[config.mk]
export PLATFORM = sky130hd
export DESIGN_NAME = glide_ramp
export DESIGN_NICKNAME = d
export VERILOG_FILES = /design/src/rtl/glide_pkg.sv /design/src/rtl/glide_count.sv /design/src/rtl/glide_unit.sv /design/src/rtl/glide_seq.sv /design/src/rtl/glide_ramp.sv
export SDC_FILE = /design/constraint.sdc
export NUM_CORES = 1
export LEC_CHECK = 0
export ABC_AREA = 1
export BUFFER_PORTS_ARGS = -buffer_cell sky130_fd_sc_hd__clkbuf_2
export CORE_MARGIN = 1.5
export CORE_UTILIZATION = 45
export DETAILED_ROUTE_END_ITERATION = 7
export MAX_ROUTING_LAYER = met4
export PLACE_DENSITY = 0.75
export SETUP_SLACK_MARGIN = 0.1
export SLEW_MARGIN = 10
export SYNTH_ARGS = -nofsm -noshare
export SYNTH_HDL_FRONTEND = slang
export SYNTH_SLANG_ARGS = --single-unit
[constraint.sdc]
create_clock -name clk -period 1.95 [get_ports clk]
set_input_delay 0.4875 -clock clk [delete_from_list [all_inputs] [get_ports clk]]
set_output_delay 0.4875 -clock clk [all_outputs]
set_load 0.02 [all_outputs]
[src/rtl/glide_pkg.sv]
package glide_pkg;
  typedef enum logic [1:0] {
    MOVE_HOLD = 2'd0,
    MOVE_UP   = 2'd1,
    MOVE_DOWN = 2'd2
  } move_e;
endpackage

[src/rtl/glide_count.sv]
module glide_count #(
  parameter int LVL_W = 15,
  parameter int SHIFT = 9,
  localparam int CNT_W = LVL_W - SHIFT
) (
  input  logic [LVL_W-1:0] level,
  output logic [CNT_W-1:0] count
);
  // brighter levels get more unit moves per tick
  assign count = level[LVL_W-1:SHIFT];
endmodule

[src/rtl/glide_unit.sv]
module glide_unit
  import glide_pkg::*;
#(
  parameter int LVL_W = 15
) (
  input  logic [LVL_W-1:0] cur,
  input  logic [LVL_W-1:0] goal,
  output logic [LVL_W-1:0] nxt,
  output move_e            move
);
  localparam logic [LVL_W-1:0] ONE = {{(LVL_W-1){1'b0}}, 1'b1};

  always_comb begin
    if (cur < goal) begin
      move = MOVE_UP;
      nxt  = cur + ONE;
    end else if (cur > goal) begin
      move = MOVE_DOWN;
      nxt  = cur - ONE;
    end else begin
      move = MOVE_HOLD;
      nxt  = cur;
    end
  end
endmodule

[src/rtl/glide_seq.sv]
module glide_seq #(
  parameter int CNT_W = 6
) (
  input  logic             clk,
  input  logic             rst,
  input  logic             tick,
  input  logic [CNT_W-1:0] count,
  output logic             busy,
  output logic             start,
  output logic             last
);
  localparam logic [CNT_W-1:0] ZERO = '0;
  localparam logic [CNT_W-1:0] ONE  = {{(CNT_W-1){1'b0}}, 1'b1};

  logic [CNT_W-1:0] rem_q;
  logic             busy_q;

  assign busy  = busy_q;
  assign start = tick && !busy_q;
  assign last  = busy_q && (rem_q == ZERO);

  always_ff @(posedge clk) begin
    if (rst) begin
      busy_q <= 1'b0;
      rem_q  <= ZERO;
    end else if (start) begin
      busy_q <= 1'b1;
      rem_q  <= count;
    end else if (busy_q) begin
      if (rem_q == ZERO) busy_q <= 1'b0;
      else               rem_q  <= rem_q - ONE;
    end
  end

  AST_TICK_IGNORED: assert property (@(posedge clk) disable iff (rst)
    (busy_q && rem_q != ZERO) |=> (busy_q && rem_q == $past(rem_q) - ONE));

  AST_SEQ_ENDS: assert property (@(posedge clk) disable iff (rst)
    last |=> !busy_q);
endmodule

[src/rtl/glide_ramp.sv]
module glide_ramp
  import glide_pkg::*;
#(
  parameter int LVL_W = 15,
  parameter int SHIFT = 9
) (
  input  logic             clk,
  input  logic             rst,
  input  logic             tick_i,
  input  logic             load_i,
  input  logic [LVL_W-1:0] target_i,
  output logic [LVL_W-1:0] level_o,
  output logic             done_o
);
  localparam int CNT_W = LVL_W - SHIFT;
  localparam logic [LVL_W-1:0] ONE = {{(LVL_W-1){1'b0}}, 1'b1};

  logic [LVL_W-1:0] level_q, goal_q, work_q, wgoal_q;
  logic [LVL_W-1:0] goal_nxt, level_nxt, step_nxt;
  logic [CNT_W-1:0] count;
  logic             done_q, busy, start, last;
  move_e            move;

  glide_count #(.LVL_W(LVL_W), .SHIFT(SHIFT)) u_count (
    .level(level_q), .count(count)
  );

  glide_seq #(.CNT_W(CNT_W)) u_seq (
    .clk(clk), .rst(rst), .tick(tick_i), .count(count),
    .busy(busy), .start(start), .last(last)
  );

  glide_unit #(.LVL_W(LVL_W)) u_unit (
    .cur(work_q), .goal(wgoal_q), .nxt(step_nxt), .move(move)
  );

  assign goal_nxt  = load_i ? target_i : goal_q;
  assign level_nxt = last ? step_nxt : level_q;

  always_ff @(posedge clk) begin
    if (rst) begin
      level_q <= '0;
      goal_q  <= '0;
      work_q  <= '0;
      wgoal_q <= '0;
      done_q  <= 1'b1;
    end else begin
      goal_q <= goal_nxt;
      if (start) begin
        work_q  <= level_q;
        wgoal_q <= goal_nxt;
      end else if (busy) begin
        work_q  <= step_nxt;
      end
      level_q <= level_nxt;
      if (!busy || last) done_q <= (level_nxt == goal_nxt);
    end
  end

  assign level_o = level_q;
  assign done_o  = done_q;

  AST_DONE_MATCH: assert property (@(posedge clk) disable iff (rst)
    !busy |-> (done_q == (level_q == goal_q)));

  AST_LEVEL_HOLD: assert property (@(posedge clk) disable iff (rst)
    busy |-> $stable(level_q));

  AST_NO_OVERSHOOT_UP: assert property (@(posedge clk) disable iff (rst)
    (busy && work_q <= wgoal_q) |=> (work_q <= wgoal_q));

  AST_NO_OVERSHOOT_DN: assert property (@(posedge clk) disable iff (rst)
    (busy && work_q >= wgoal_q) |=> (work_q >= wgoal_q));

  AST_UNIT_MOVE: assert property (@(posedge clk) disable iff (rst)
    ($past(busy) && busy) |->
      (work_q == $past(work_q) || work_q == $past(work_q) + ONE ||
       work_q + ONE == $past(work_q)));

  AST_GOAL_FROZEN: assert property (@(posedge clk) disable iff (rst)
    (busy && !last) |=> $stable(wgoal_q));

  AST_MOVE_KNOWN: assert property (@(posedge clk) disable iff (rst)
    (move != MOVE_UP) || (work_q < wgoal_q));
endmodule

==> impl_metrics.csv <==
group,metric,value,unit
cts,cts_hold_buf,0,
sta,hold_viol,0,
sta,drv_slew,0,
logic_synthesis,ys.flop_type,"dfxtp_1",
cts,clock_path_buffers,2,
worst_setup_path,slowest_stage,"dfxtp_2",
sta,fin_crit_sh,132,%
logic_synthesis,synth.distinct_cells,34,
logic_synthesis,synth_seq_area_share,31.8,%
logic_synthesis,yosys_warnings,0,
sta,max_freq,0.387,GHz
logic_synthesis,synth_xor_area_share,0.613,%
power,ir_drop,0.773,mV
power,sequentialPowerShare,21.6,%
cts,cts_tree,"yes",
worst_setup_path,path_cells,"inv_1, ha_4, nand2_2, inv_1, a21oi_2, nand2_2, nand2_8, nand2_8, buf_6, nand2_2, nand3_2, nand3_1, nand2_1, nor2_1, nand2_1, nor2_1, nand2_1, nor2_1, nand2_1, nand2_1",
logic_synthesis,yosys.area.top_type,"dfxtp_1",
logic_synthesis,synth_area_per_cell,6.54,µm²
drt,vias,5479,
logic_synthesis,async_flop_share,0,%
power,p_sw_share,45.7,%
final_layout,insertedDiodeCount,0,
drt,vias_per_cell,5.99,
cts,cts_sinks,68,
global_route,grt_max_degree,45,
worst_hold_path,worstHoldPathType,"in -> reg",
power,p_int,0.00430,W
floorplanning,die_h,101,µm
logic_synthesis,yosys.area_share.simple,39.0,%
cts,h-tree-depth,3,
logic_synthesis,synthAdderAreaFrac,5.25,%
cts,cts_buffers,9,
cts,root_buffer,"clkbuf_8",
drt,dr.first_iter.drc_count,709,
global_route,grt_pass1_vias,4847,
logic_synthesis,synthCells,655,
drt,routedWlPerCell,19.4,µm
place,dp.cells,870,
worst_setup_path,crit_fanout,6,
cts,clkSlewWorstSetupHoldPaths,80,ps
sta,rsz0062_at_grt,"yes",
logic_synthesis,synth-seq-cells,68,
sta,relSlewSlack,59.7,%
worst_setup_path,critPathArrivalTime,2880,ps
drt,routed_wirelength,17700,µm
worst_setup_path,critPathMaxStageDelay,340,ps
drt,ant_nets,0,
logic_synthesis,synth.most_common_cell,"nand2_1",
power,p_sw,0.00361,W
worst_setup_path,crit_path_end_kind,"flop",
global_route,grtUsageTotal,30.3,%
final_layout,syn_to_final_growth,53.2,%
worst_setup_path,start_kind,"flop",
worst_setup_path,critPathRequiredTime,2250,ps
logic_synthesis,synthesis.area,4290,µm²
floorplanning,initial_utilization,46.4,%
final_layout,drive_gt1_share,45.0,%
floorplanning,die_w,101,µm
floorplanning,io_pins,35,
cts,worstSkewPairLatency,360,ps
logic_synthesis,yosys-top-cells-count,"nand2_1, inv_1, nand3_1",
run,drv_cap,0,
power,clock_power_share,14.0,%
logic_synthesis,syn_nets,692,
drt,drt_pass1_iterations,8,
floorplanning,num_rows,35,
place,routabilityCongestion,0.936,
final_layout,nets,820,
logic_synthesis,synth-edff-count,0,
final_layout,final_area,6570,µm²
place,dp_hpwl,9470,µm
place,portBuffers,34,
logic_synthesis,synth.mux.area_fraction,1.87,%
sta,finalSetupViolations,30,
logic_synthesis,synth_top_family_by_area,"simple AND/OR/NAND/NOR gates",
sta,finalClockSkew,12.8,ps
sta,layout_setup_ws,-631,ps
drt,drc,0,
worst_setup_path,path_common_cell,"nand2_1",
final_layout,fin_cells,915,
global_route,antenna_found_initial,0,
place,placed_cell_area,5220,µm²
sta,post-route-min-period,2580,ps
sta,tightest_slew,604,ps
power,power_density,1200,nW/µm²
logic_synthesis,yosys-top-cells-area,"dfxtp_1, nand2_1, nand3_1",
run_status,violations,"setup timing",
logic_synthesis,synth_compound_area_share,11.8,%
logic_synthesis,yosysTopAreaCellShare,31.8,%
power,p_comb_share,64.4,%
floorplanning,die-area,10100,µm²
run_status,status,"complete, but fails checks",
global_route,grt_pass1_wl,23300,µm
sta,finalSetupTns,-6380,ps
floorplanning,coreArea,9240,µm²
global_route,gr-total-overflow,0,
worst_setup_path,crit_type,"reg -> reg",
power,power.leakage,3.02,nW
==> flip-flops by register name (all words and copies together), names as in the netlist <==
name         flops
done_o           1
goal_q          15
level_o         15
work_q          15
wgoal_q         15
u_seq.busy       1
u_seq.rem_q      6
==> per-stage QoR <==
stage	util [%]	total power (W)	setup WS [ps]	hold slack [ps]
after floorplan	-	0.00361	-124	459
after global placement	56.5	0.00451	-429	501
after detailed placement	56.5	0.00458	-452	506
after CTS	64.4	0.00656	-360	486
after global routing	71.1	0.00822	-733	533
final	71.1	0.00791	-631	501
==> path summary, 6_finish.rpt <==
path / slack [ps] / cells after the start / start / endpoint
max: -630 / 20 / wgoal_q[6]$_SDFFE_PP0P_ / done_o$_SDFFE_PP1P_
min: 500 / 3 / target_i[1] / goal_q[1]$_SDFF_PP0_
min reg2reg: 520 / 2 / level_o[8]$_SDFF_PP0_ / work_q[8]$_SDFFE_PP0P_
max reg2reg: -630 / 20 / wgoal_q[6]$_SDFFE_PP0P_ / done_o$_SDFFE_PP1P_
==> cell type report <==
cell class / instances / area, µm²
multi-input combinational: 484 / 3330
sequential: 68 / 1390
clock inverter: 1 / 7.51
tap: 129 / 161
inverter: 79 / 303
timing repair buffer: 141 / 1210
clock buffer: 13 / 169
fill: 587 / 2670
==> critical path, delay by kind of cell (launching register included) <==
| kind | cells | cell delay, ps |
|---|---|---|
| simple gates | 15 | 1480 |
| fa+ha+maj | 1 | 220 |
| flops | 1 | 340 |
| compound gates | 1 | 200 |
| buf+inv | 3 | 280 |
==> routing by layer <==
metal  routed length [µm]  global-route usage (%)
met3                 1870                    5.76
met2                 8110                    47.8
met5                    0                       -
met4                 1330                    14.0
met1                 6440                    37.6
==> repair_timing <==
item                       4_1_cts  5_1_grt
setup buffers                   22       11
gates resized for setup         89      128
setup endpoints to repair       32       35
pin swaps                       50       68
gates cloned                     3        0
==> power by group through the flow <==
stage	Clock [W]	Combinational (W)	Sequential (W)
after floorplan	0	0.00188	0.00173
after global placement	0	0.00283	0.00168
after detailed placement	0	0.00289	0.00169
after CTS	0.00110	0.00379	0.00167
after global routing	0.00115	0.00536	0.00171
final	0.00111	0.00510	0.00171
==> cell families after synthesis <==
| kind of cell | after synthesis |
|---|---|
| buf+inv | 104 |
| fa+ha+maj | 18 |
| compound gates | 90 |
| simple gates | 364 |
| flops | 68 |
| xor+xnor | 3 |
| mux | 8 |
==> layout by cell type, fill, tap and decap left out, drive strengths merged, types with 2 or more instances in the layout <==
cell      count
or2           9
inv          78
clkinvlp      2
nor2         60
clkbuf       47
buf         107
dfxtp        68
nor3          7
a211oi        2
o21ai        34
nand2       191
xor2          3
ha           18
mux2i         8
nand3b       11
a31oi        14
a21oi        37
nand3        85
No activity file was read; power rests on OpenSTA's default activity.
